**src/rtl/mab_pkg.sv**
```systemverilog
package mab_pkg;
  typedef enum logic [2:0] {
    LS_FREE,
    LS_BASE,
    LS_EA,
    LS_READY,
    LS_MEM,
    LS_DONE
  } ld_state_e;
endpackage

```
**src/rtl/mab_load_slot.sv**
```systemverilog
module mab_load_slot
  import mab_pkg::*;
#(
  parameter int W      = 16,
  parameter int TAG_W  = 3,
  parameter int NST    = 4,
  parameter int MY_TAG = 1
) (
  input  logic                    clk,
  input  logic                    rst_n,
  input  logic                    alloc_i,
  input  logic [W-1:0]            imm_i,
  input  logic [TAG_W-1:0]        base_tag_i,
  input  logic [W-1:0]            base_val_i,
  input  logic                    cdb_valid_i,
  input  logic [TAG_W-1:0]        cdb_tag_i,
  input  logic [W-1:0]            cdb_data_i,
  input  logic [NST-1:0]          st_valid_i,
  input  logic [NST-1:0]          st_addr_ok_i,
  input  logic [NST-1:0][W-1:0]   st_addr_i,
  input  logic [NST-1:0]          st_free_i,
  input  logic                    mem_grant_i,
  input  logic                    rsp_valid_i,
  input  logic [TAG_W-1:0]        rsp_tag_i,
  input  logic [W-1:0]            rsp_data_i,
  input  logic                    res_take_i,
  output logic                    free_o,
  output logic                    req_o,
  output logic [W-1:0]            addr_o,
  output logic                    done_o,
  output logic [W-1:0]            data_o
);
  localparam logic [TAG_W-1:0] SELF = TAG_W'(MY_TAG);

  ld_state_e        state_q;
  logic [W-1:0]     addr_q, base_q, data_q;
  logic [TAG_W-1:0] btag_q;
  logic [NST-1:0]   older_q;
  logic [NST-1:0]   hazard;
  logic             snoop_hit, alloc_hit;

  assign snoop_hit = cdb_valid_i && (cdb_tag_i == btag_q);
  assign alloc_hit = cdb_valid_i && (cdb_tag_i == base_tag_i);

  // older stores that still hide the load's address
  always_comb begin
    for (int s = 0; s < NST; s++) begin
      hazard[s] = older_q[s] && st_valid_i[s] &&
                  (!st_addr_ok_i[s] || (st_addr_i[s] == addr_q));
    end
  end

  always_ff @(posedge clk) begin
    if (!rst_n) begin
      state_q <= LS_FREE;
      addr_q  <= '0;
      base_q  <= '0;
      data_q  <= '0;
      btag_q  <= '0;
      older_q <= '0;
    end else begin
      older_q <= older_q & ~st_free_i;
      unique case (state_q)
        LS_FREE: if (alloc_i) begin
          addr_q  <= imm_i;
          older_q <= st_valid_i & ~st_free_i;
          btag_q  <= base_tag_i;
          if (base_tag_i == '0) begin
            base_q  <= base_val_i;
            state_q <= LS_EA;
          end else if (alloc_hit) begin
            base_q  <= cdb_data_i;
            state_q <= LS_EA;
          end else begin
            state_q <= LS_BASE;
          end
        end
        LS_BASE: if (snoop_hit) begin
          base_q  <= cdb_data_i;
          state_q <= LS_EA;
        end
        LS_EA: begin
          addr_q  <= addr_q + base_q;
          state_q <= LS_READY;
        end
        LS_READY: if (mem_grant_i) state_q <= LS_MEM;
        LS_MEM: if (rsp_valid_i && (rsp_tag_i == SELF)) begin
          data_q  <= rsp_data_i;
          state_q <= LS_DONE;
        end
        LS_DONE: if (res_take_i) state_q <= LS_FREE;
        default: state_q <= LS_FREE;
      endcase
    end
  end

  assign free_o = (state_q == LS_FREE);
  assign req_o  = (state_q == LS_READY) && !(|hazard);
  assign addr_o = addr_q;
  assign done_o = (state_q == LS_DONE);
  assign data_o = data_q;

  p_grant_when_ready_r4: assert property (@(posedge clk) disable iff (!rst_n)
    mem_grant_i |-> state_q == LS_READY);
  p_ea_is_sum_r3: assert property (@(posedge clk) disable iff (!rst_n)
    (state_q == LS_READY && $past(state_q) == LS_EA) |-> addr_q == $past(addr_q) + $past(base_q));
  p_no_unknown_older_r7: assert property (@(posedge clk) disable iff (!rst_n)
    mem_grant_i |-> !(|(older_q & st_valid_i & ~st_addr_ok_i)));
  p_done_holds_r9: assert property (@(posedge clk) disable iff (!rst_n)
    (state_q == LS_DONE && !res_take_i) |=> (state_q == LS_DONE && $stable(data_q)));
endmodule

```
**src/rtl/mab_store_queue.sv**
```systemverilog
module mab_store_queue #(
  parameter int W     = 16,
  parameter int TAG_W = 3,
  parameter int NST   = 4
) (
  input  logic                  clk,
  input  logic                  rst_n,
  input  logic                  push_i,
  input  logic [W-1:0]          imm_i,
  input  logic [TAG_W-1:0]      base_tag_i,
  input  logic [W-1:0]          base_val_i,
  input  logic [TAG_W-1:0]      data_tag_i,
  input  logic [W-1:0]          data_val_i,
  input  logic                  cdb_valid_i,
  input  logic [TAG_W-1:0]      cdb_tag_i,
  input  logic [W-1:0]          cdb_data_i,
  input  logic                  pop_i,
  output logic                  full_o,
  output logic [NST-1:0]        valid_o,
  output logic [NST-1:0]        addr_ok_o,
  output logic [NST-1:0][W-1:0] addr_o,
  output logic [NST-1:0]        free_o,
  output logic                  req_o,
  output logic [W-1:0]          head_addr_o,
  output logic [W-1:0]          head_data_o
);
  localparam int PTR_W = (NST > 1) ? $clog2(NST) : 1;

  logic [NST-1:0]            vld_q, brdy_q, aok_q, drdy_q;
  logic [NST-1:0][W-1:0]     addr_q, base_q, data_q;
  logic [NST-1:0][TAG_W-1:0] btag_q, dtag_q;
  logic [PTR_W-1:0]          head_q, tail_q;

  function automatic logic [PTR_W-1:0] wrap_inc(input logic [PTR_W-1:0] p);
    return (p == PTR_W'(NST - 1)) ? '0 : p + 1'b1;
  endfunction

  always_ff @(posedge clk) begin
    if (!rst_n) begin
      vld_q  <= '0;
      brdy_q <= '0;
      aok_q  <= '0;
      drdy_q <= '0;
      addr_q <= '0;
      base_q <= '0;
      data_q <= '0;
      btag_q <= '0;
      dtag_q <= '0;
      head_q <= '0;
      tail_q <= '0;
    end else begin
      for (int e = 0; e < NST; e++) begin
        if (push_i && (tail_q == PTR_W'(e))) begin
          vld_q[e]  <= 1'b1;
          aok_q[e]  <= 1'b0;
          addr_q[e] <= imm_i;
          btag_q[e] <= base_tag_i;
          dtag_q[e] <= data_tag_i;
          if (base_tag_i == '0) begin
            brdy_q[e] <= 1'b1;
            base_q[e] <= base_val_i;
          end else if (cdb_valid_i && cdb_tag_i == base_tag_i) begin
            brdy_q[e] <= 1'b1;
            base_q[e] <= cdb_data_i;
          end else begin
            brdy_q[e] <= 1'b0;
          end
          if (data_tag_i == '0) begin
            drdy_q[e] <= 1'b1;
            data_q[e] <= data_val_i;
          end else if (cdb_valid_i && cdb_tag_i == data_tag_i) begin
            drdy_q[e] <= 1'b1;
            data_q[e] <= cdb_data_i;
          end else begin
            drdy_q[e] <= 1'b0;
          end
        end else if (vld_q[e]) begin
          if (!brdy_q[e] && cdb_valid_i && cdb_tag_i == btag_q[e]) begin
            brdy_q[e] <= 1'b1;
            base_q[e] <= cdb_data_i;
          end
          if (brdy_q[e] && !aok_q[e]) begin
            addr_q[e] <= addr_q[e] + base_q[e];
            aok_q[e]  <= 1'b1;
          end
          if (!drdy_q[e] && cdb_valid_i && cdb_tag_i == dtag_q[e]) begin
            drdy_q[e] <= 1'b1;
            data_q[e] <= cdb_data_i;
          end
          if (pop_i && (head_q == PTR_W'(e))) vld_q[e] <= 1'b0;
        end
      end
      if (push_i) tail_q <= wrap_inc(tail_q);
      if (pop_i)  head_q <= wrap_inc(head_q);
    end
  end

  always_comb begin
    free_o = '0;
    if (pop_i) free_o[head_q] = 1'b1;
  end

  assign full_o      = vld_q[tail_q];
  assign valid_o     = vld_q;
  assign addr_ok_o   = aok_q;
  assign addr_o      = addr_q;
  assign req_o       = vld_q[head_q] && aok_q[head_q] && drdy_q[head_q];
  assign head_addr_o = addr_q[head_q];
  assign head_data_o = data_q[head_q];

  p_push_into_empty_r1: assert property (@(posedge clk) disable iff (!rst_n)
    push_i |-> !vld_q[tail_q]);
  p_pop_complete_head_r5: assert property (@(posedge clk) disable iff (!rst_n)
    pop_i |-> (vld_q[head_q] && aok_q[head_q] && drdy_q[head_q]));
endmodule

```
**src/rtl/mab_port_arb.sv**
```systemverilog
module mab_port_arb #(
  parameter int W        = 16,
  parameter int TAG_W    = 3,
  parameter int NLD      = 4,
  parameter int TAG_BASE = 1
) (
  input  logic                  clk,
  input  logic                  rst_n,
  input  logic                  st_req_i,
  input  logic [W-1:0]          st_addr_i,
  input  logic [W-1:0]          st_data_i,
  input  logic [NLD-1:0]        ld_req_i,
  input  logic [NLD-1:0][W-1:0] ld_addr_i,
  input  logic                  ready_i,
  output logic                  valid_o,
  output logic                  write_o,
  output logic [W-1:0]          addr_o,
  output logic [W-1:0]          wdata_o,
  output logic [TAG_W-1:0]      tag_o,
  output logic                  st_grant_o,
  output logic [NLD-1:0]        ld_grant_o
);
  localparam int IDX_W = (NLD > 1) ? $clog2(NLD) : 1;

  logic [IDX_W-1:0] sel;
  logic             found;

  always_comb begin
    sel   = '0;
    found = 1'b0;
    for (int i = NLD - 1; i >= 0; i--) begin
      if (ld_req_i[i]) begin
        sel   = IDX_W'(i);
        found = 1'b1;
      end
    end
  end

  always_comb begin
    valid_o    = st_req_i || found;
    write_o    = st_req_i;
    addr_o     = st_req_i ? st_addr_i : ld_addr_i[sel];
    wdata_o    = st_req_i ? st_data_i : '0;
    tag_o      = st_req_i ? '0 : TAG_W'(TAG_BASE) + TAG_W'(sel);
    st_grant_o = st_req_i && ready_i;
    ld_grant_o = '0;
    if (!st_req_i && found && ready_i) ld_grant_o[sel] = 1'b1;
  end

  p_one_grant_r6: assert property (@(posedge clk) disable iff (!rst_n)
    $onehot0({st_grant_o, ld_grant_o}));
  p_store_wins_r6: assert property (@(posedge clk) disable iff (!rst_n)
    (|ld_grant_o) |-> !st_req_i);
  p_req_persists_r4: assert property (@(posedge clk) disable iff (!rst_n)
    (valid_o && !ready_i) |=> valid_o);
endmodule

```
**src/rtl/mem_addr_buffer.sv**
```systemverilog
module mem_addr_buffer #(
  parameter int W           = 16,
  parameter int TAG_W       = 3,
  parameter int NLD         = 4,
  parameter int NST         = 4,
  parameter int LD_TAG_BASE = 1
) (
  input  logic             clk,
  input  logic             rst_n,
  input  logic             disp_valid,
  output logic             disp_ready,
  input  logic             disp_is_store,
  input  logic [W-1:0]     disp_imm,
  input  logic [TAG_W-1:0] disp_base_tag,
  input  logic [W-1:0]     disp_base_val,
  input  logic [TAG_W-1:0] disp_data_tag,
  input  logic [W-1:0]     disp_data_val,
  output logic [TAG_W-1:0] disp_ld_tag,
  input  logic             cdb_valid,
  input  logic [TAG_W-1:0] cdb_tag,
  input  logic [W-1:0]     cdb_data,
  output logic             mem_req_valid,
  input  logic             mem_req_ready,
  output logic             mem_req_write,
  output logic [W-1:0]     mem_req_addr,
  output logic [W-1:0]     mem_req_wdata,
  output logic [TAG_W-1:0] mem_req_tag,
  input  logic             mem_rsp_valid,
  input  logic [TAG_W-1:0] mem_rsp_tag,
  input  logic [W-1:0]     mem_rsp_data,
  output logic             res_valid,
  input  logic             res_ready,
  output logic [TAG_W-1:0] res_tag,
  output logic [W-1:0]     res_data
);
  localparam int IDX_W = (NLD > 1) ? $clog2(NLD) : 1;

  logic [NLD-1:0]        ld_free, ld_req, ld_done, ld_alloc, ld_grant, ld_take;
  logic [NLD-1:0][W-1:0] ld_addr, ld_data;
  logic [NST-1:0]        st_valid, st_aok, st_free;
  logic [NST-1:0][W-1:0] st_addr;
  logic                  st_full, st_req, st_grant, st_push;
  logic [W-1:0]          st_head_addr, st_head_data;
  logic                  disp_fire, any_free, any_done;
  logic [IDX_W-1:0]      free_pick, done_pick, res_cur, res_sel_q;
  logic                  res_hold_q;

  always_comb begin
    free_pick = '0;
    any_free  = 1'b0;
    done_pick = '0;
    any_done  = 1'b0;
    for (int i = NLD - 1; i >= 0; i--) begin
      if (ld_free[i]) begin
        free_pick = IDX_W'(i);
        any_free  = 1'b1;
      end
      if (ld_done[i]) begin
        done_pick = IDX_W'(i);
        any_done  = 1'b1;
      end
    end
  end

  assign disp_ready  = disp_is_store ? !st_full : any_free;
  assign disp_fire   = disp_valid && disp_ready;
  assign disp_ld_tag = TAG_W'(LD_TAG_BASE) + TAG_W'(free_pick);
  assign st_push     = disp_fire && disp_is_store;

  always_comb begin
    ld_alloc = '0;
    if (disp_fire && !disp_is_store) ld_alloc[free_pick] = 1'b1;
  end

  // result selection is locked while the bus stalls it
  assign res_cur   = res_hold_q ? res_sel_q : done_pick;
  assign res_valid = res_hold_q || any_done;
  assign res_tag   = TAG_W'(LD_TAG_BASE) + TAG_W'(res_cur);
  assign res_data  = ld_data[res_cur];

  always_comb begin
    ld_take = '0;
    if (res_valid && res_ready) ld_take[res_cur] = 1'b1;
  end

  always_ff @(posedge clk) begin
    if (!rst_n) begin
      res_hold_q <= 1'b0;
      res_sel_q  <= '0;
    end else if (res_valid && !res_ready) begin
      res_hold_q <= 1'b1;
      res_sel_q  <= res_cur;
    end else begin
      res_hold_q <= 1'b0;
    end
  end

  for (genvar g = 0; g < NLD; g++) begin : g_ld
    mab_load_slot #(
      .W(W), .TAG_W(TAG_W), .NST(NST), .MY_TAG(LD_TAG_BASE + g)
    ) u_slot (
      .clk          (clk),
      .rst_n        (rst_n),
      .alloc_i      (ld_alloc[g]),
      .imm_i        (disp_imm),
      .base_tag_i   (disp_base_tag),
      .base_val_i   (disp_base_val),
      .cdb_valid_i  (cdb_valid),
      .cdb_tag_i    (cdb_tag),
      .cdb_data_i   (cdb_data),
      .st_valid_i   (st_valid),
      .st_addr_ok_i (st_aok),
      .st_addr_i    (st_addr),
      .st_free_i    (st_free),
      .mem_grant_i  (ld_grant[g]),
      .rsp_valid_i  (mem_rsp_valid),
      .rsp_tag_i    (mem_rsp_tag),
      .rsp_data_i   (mem_rsp_data),
      .res_take_i   (ld_take[g]),
      .free_o       (ld_free[g]),
      .req_o        (ld_req[g]),
      .addr_o       (ld_addr[g]),
      .done_o       (ld_done[g]),
      .data_o       (ld_data[g])
    );
  end

  mab_store_queue #(.W(W), .TAG_W(TAG_W), .NST(NST)) u_sq (
    .clk         (clk),
    .rst_n       (rst_n),
    .push_i      (st_push),
    .imm_i       (disp_imm),
    .base_tag_i  (disp_base_tag),
    .base_val_i  (disp_base_val),
    .data_tag_i  (disp_data_tag),
    .data_val_i  (disp_data_val),
    .cdb_valid_i (cdb_valid),
    .cdb_tag_i   (cdb_tag),
    .cdb_data_i  (cdb_data),
    .pop_i       (st_grant),
    .full_o      (st_full),
    .valid_o     (st_valid),
    .addr_ok_o   (st_aok),
    .addr_o      (st_addr),
    .free_o      (st_free),
    .req_o       (st_req),
    .head_addr_o (st_head_addr),
    .head_data_o (st_head_data)
  );

  mab_port_arb #(.W(W), .TAG_W(TAG_W), .NLD(NLD), .TAG_BASE(LD_TAG_BASE)) u_arb (
    .clk        (clk),
    .rst_n      (rst_n),
    .st_req_i   (st_req),
    .st_addr_i  (st_head_addr),
    .st_data_i  (st_head_data),
    .ld_req_i   (ld_req),
    .ld_addr_i  (ld_addr),
    .ready_i    (mem_req_ready),
    .valid_o    (mem_req_valid),
    .write_o    (mem_req_write),
    .addr_o     (mem_req_addr),
    .wdata_o    (mem_req_wdata),
    .tag_o      (mem_req_tag),
    .st_grant_o (st_grant),
    .ld_grant_o (ld_grant)
  );

  p_res_stable_r9: assert property (@(posedge clk) disable iff (!rst_n)
    (res_valid && !res_ready) |=> (res_valid && $stable(res_tag) && $stable(res_data)));
  p_load_tag_nonzero_r1: assert property (@(posedge clk) disable iff (!rst_n)
    (disp_fire && !disp_is_store) |-> disp_ld_tag != '0);
endmodule

```
**config.mk**
```make
export PLATFORM = sky130hd
export DESIGN_NAME = mem_addr_buffer
export DESIGN_NICKNAME = d
export VERILOG_FILES = /design/src/rtl/mab_pkg.sv /design/src/rtl/mab_load_slot.sv /design/src/rtl/mab_store_queue.sv /design/src/rtl/mab_port_arb.sv /design/src/rtl/mem_addr_buffer.sv
export SDC_FILE = /design/constraint.sdc
export NUM_CORES = 2
export LEC_CHECK = 0
export ABC_AREA = 1
export BUFFER_PORTS_ARGS = -buffer_cell sky130_fd_sc_hd__buf_2
export CELL_PAD_IN_SITES_DETAIL_PLACEMENT = 1
export CELL_PAD_IN_SITES_GLOBAL_PLACEMENT = 2
export CORE_ASPECT_RATIO = 0.9
export CORE_MARGIN = 3
export CORE_UTILIZATION = 31
export DETAILED_ROUTE_END_ITERATION = 16
export GPL_ROUTABILITY_DRIVEN = 0
export GPL_TIMING_DRIVEN = 1
export PLACE_DENSITY = 0.74
export SLEW_MARGIN = 10
export SYNTH_ARGS = -nofsm -noshare
export SYNTH_HDL_FRONTEND = slang
export SYNTH_SLANG_ARGS = --single-unit
```
**constraint.sdc**
```tcl
create_clock -name clk -period 2.7 [get_ports clk]
set_input_delay 0.405 -clock clk [delete_from_list [all_inputs] [get_ports clk]]
set_output_delay 0.405 -clock clk [all_outputs]
set_load 0.02 [all_outputs]
```
==> flow_results.org <==
** Clock network
- The clock passes through at most 3 buffers.
- Clock latency on the worst-skew pair, taken at its later pin, is 0.67 ns.
- In this run the clock root is driven by a clkbuf_16.
- TritonCTS built the clock tree.
- Register clock-pin slew on the reported worst setup and hold paths :: 0.06 ns
- TritonCTS created 66 clock buffers.
- Sink count of the clock tree :: 471
- The clock tree synthesis step divided the H-tree into 3 levels.

** Synth
- Count of flip-flops with a built-in enable after synthesis :: 0
- Total number of yosys warnings :: 0
- Flip-flop and latch count after synthesis :: 471
- Net Count, Synth :: 5317
- Summed over all instances, the cell type with the most area after synthesis is dfxtp_1.
- Synth async-reset ratio :: 0%
- Among all cell types in the netlist, the one instantiated most often is nand2_1.
- Post-Syn Area per Cell :: 6.44 um^2
- For this run, the register share of the synthesized area comes to 28.9%.
- In the synthesized netlist, the number of instances is 5069.
- By area the synthesized netlist is led by dfxtp_1 (29%), nand2_1 (13%), o21ai_0 (9.0%).
- In this run the biggest area consumer among cell types represents 28.9% of the synthesized area.
- Top FF cell, synth :: dfxtp_1
- After synthesis, the most frequently instantiated cells are nand2_1 (1115), nor2_1 (761), o21ai_0 (589).
- The mapped netlist covers 32600 um^2.
- Synthesis instantiated 62 different standard cells from the library.

** Route
- Dividing the detail-routed wire length by the instance count gives 26.2 um.
- First drt pass iteration count :: 5
- Met2 wirelength from detailed routing :: 81100 um
- Via count :: 39600
- In this run the top signal layer used is met5.
- In this run, the number of DRC markers left after iteration 0 of detailed routing was 3797.
- For this run, design rule violations remaining after detail routing come to 0.
- In this run the remaining antenna-violating nets after routing total 0.
- Met1 wire length :: 84300 um
- In the detailed route, the total length drawn on met3 is 14800 um.
- Wires add up to 189000 um.
- Vias per std cell :: 5.49

** Worst setup path
- Crit Path Category :: flop to output pin
- Counting buffers and inverters, the worst setup path is 20 cells deep.
- Critical Path, Cell by Cell :: buf_12, xor2_1, nor2_1, nand2_1, nor2_4, nand2_1, nand2_1, nand2_1, nand3_2, nor2_4, o21bai_4, nand2_4, buf_8, buf_6, nand2_2, nand3_2, nand2_2, nand2_2, nand2_2, buf_6
- Count of buffer and inverter cells on the critical path :: 4
- The largest individual stage delay along the critical path comes from the cell dfxtp_2.
- Arrival time of the worst setup path :: 3.20 ns
- Of all nets on the critical path, the largest fanout is 8.
- Category of the worst setup path launch point :: flop
- Counting cells, the worst reg-to-reg path comes to 26.
- Crit path max-delay family :: simple AND/OR/NAND/NOR gates
- In this design, the stage delay of the slowest critical-path cell is 0.33 ns.
- Endpoint type of the worst setup path :: output pin
- Endpoint required time on the critical path :: 2.30 ns

** Global routing
- Wire length of the first global-routing pass :: 268000 um
- Leftover overflow at the end of global routing :: 0
- Initial antenna violation count :: 7
- Maximum number of pins on one net before global-route repair :: 118
- GRT Total Usage :: 33.2%
- Vias in the first global route :: 38700

** Timing
- For the pin with the worst max-slew slack, the measured transition is 0.912 ns.
- Unrepaired setup endpoints after global routing :: true
- Hold Vio Cnt, Final :: 0
- For the finished layout, the period the worst path requires is 3.60 ns.
- Final period util :: 133%
- For the final database, setup skew stands at 0.0541 ns.
- Final setup margin :: -0.901 ns
- Static timing analysis puts the maximum clock frequency at 278 MHz.
- Setup violations remaining at the end of the flow were counted as 50.
- Total count of max-transition violations in the final report :: 0
- Measured against its own limit, the worst slew margin works out to 38.7%.

** Cells and area
- After the last flow step, the layout net total stands at 6033.
- Counting the fill cells in the layout gives 13100.
- The area growth from synthesis to layout is 40.7%.
- Cells fill 44.2% of the core in the end.
- In the final layout, the share of cells above drive strength 1 is 28.2%.

** Floorplanning
- Starting Density :: 31.4%
- The die covers 109000 um^2.
- The floorplan step set the die width to 348 um.
- After floorplanning, the core was sized to cover 104000 um^2.
- Die Y :: 314 um
- The initialized floorplan defines 112 standard-cell rows.
- IO Count :: 161

** Flow run
- Max-cap violations in this run came to 0.

** Pwr
- After layout, the design draws a total of 30300 uW.
- Max IR drop VDD :: 0.000477 V
- Power per standard cell area :: 659 nW/um^2
- In this run the static leakage power is 0.0217 uW.

** Worst hold path
- Min-Delay Path Class :: input pin to flop
- The worst hold path passes through 3 cells.

** Placed design
- In this run the tool buffered the top-level ports with 160 buffer cells.
- DPL Wire Length :: 144000 um

** Outcome
- The checks that failed: setup timing.
- The run finished, with violations left.
==> power by group <==
| part | internal (uW) | total, uW | switching (uW) | leakage (uW) |
|---|---|---|---|---|
| registers | 7650 | 8570 | 916 | 0.00388 |
| clock network | 5410 | 9350 | 3940 | 0.00113 |
| logic | 4850 | 12300 | 7490 | 0.0167 |
| total | 17900 | 30300 | 12300 | 0.0217 |
==> layout make-up <==
cell class | instances | area (um^2) | share of cell area (%)
tap | 1368 | 1710 | 3.73
clock buffer | 97 | 1960 | 4.26
clock inverter | 22 | 353 | 0.768
sequential | 471 | 9640 | 21.0
antenna | 2 | 5.00 | 0.0109
multi-input combinational | 3827 | 21800 | 47.4
inverter | 430 | 1680 | 3.65
timing repair buffer | 989 | 8810 | 19.2
==> worst paths after layout <==
kind                                         start  slack [ns]                                      to
min                               mem_rsp_data[10]        0.03  g_ld[3].u_slot.data_o[10]$_SDFFE_PN0P_
min reg2reg  g_ld[2].u_slot.btag_q[1]$_SDFFE_PN0P_        0.47   g_ld[2].u_slot.btag_q[1]$_SDFFE_PN0P_
max          g_ld[2].u_slot.addr_o[2]$_SDFFE_PN0P_       -0.90                        mem_req_addr[13]
max reg2reg  g_ld[2].u_slot.addr_o[2]$_SDFFE_PN0P_       -0.48  g_ld[1].u_slot.state_q[0]$_SDFFE_PN0P_
==> registers in the layout, summed over array words and instances (netlist names), 4 cells and up <==
register and count:
u_sq.base_q 64, g_ld.u_slot.state_q 12, u_sq.brdy_q 4, g_ld.u_slot.data_o 64, u_sq.drdy_q 4, u_sq.addr_ok_o 4
u_sq.valid_o 4, g_ld.u_slot.older_q 16, u_sq.addr_o 64, g_ld.u_slot.addr_o 64, u_sq.btag_q 12, g_ld.u_slot.btag_q 12
u_sq.dtag_q 12, g_ld.u_slot.base_q 64, u_sq.data_q 64
==> cell usage in the layout, fill, tap and decap left out, drive strengths merged, types with 24 or more instances in the layout <==
cell,count
xnor2,78
a21oi,312
inv,421
a31oi,85
xor2,180
o21ai,648
a211oi,70
clkinv,24
buf,980
nor2,775
clkbuf,100
o221ai,44
nand2,1135
o22ai,24
nor3,35
nand4,27
ha,140
dfxtp,471
nand3,144
==> cells by family (layout without fill, tap and decap cells) <==
| logic type | count (synthesis) | in the layout | share of synthesized area (%) |
|---|---|---|---|
| AOI/OAI and AO/OA | 1268 | 1268 | 21.8 |
| muxes | 6 | 6 | 0.184 |
| buffers and inverters | 771 | 1538 | 9.86 |
| xor gates and xnor gates | 258 | 258 | 6.93 |
| other | 0 | 2 | 0 |
| DFF | 471 | 471 | 28.9 |
| and+or+nand+nor | 2147 | 2147 | 26.4 |
| adders and majority gates | 148 | 148 | 5.86 |
==> metrics by stage <==
stage	hold WS, ns	setup WS, ns	TNS (ns)	instances	instance area (um^2)
floorplan	0.438	0.00168	0	5069	32600
global placement	0.452	-0.672	-18.19	7006	40200
detailed placement	0.460	-0.661	-19.65	7006	40200
CTS	0.00125	-0.905	-24.22	7173	44500
global route	0.0177	-1.02	-30.94	7204	45900
finish	0.0290	-0.901	-25.29	7206	45900
==> repair_timing <==
action | CTS | global route
endpoints found under the setup margin | 102 | 187
buffers inserted | 38 | 51
hold endpoints to repair | 5 | 0
pin swaps | 96 | 153
cloned | 10 | 4
hold buffers | 4 | 0
resized for setup | 458 | 391
==> tightest hold or removal path, cell delays in order <==
cell and delay (ns):
buf_2 0.12, nor2_1 0.05, nor2_1 0.08
==> metal layers <==
metal,track usage [%],up-vias
li1,-,18100
met1,46.7,19500
met2,50.8,1582
met3,5.04,388
met4,13.1,2
met5,0,-
Power figures use the tool's default switching activity.
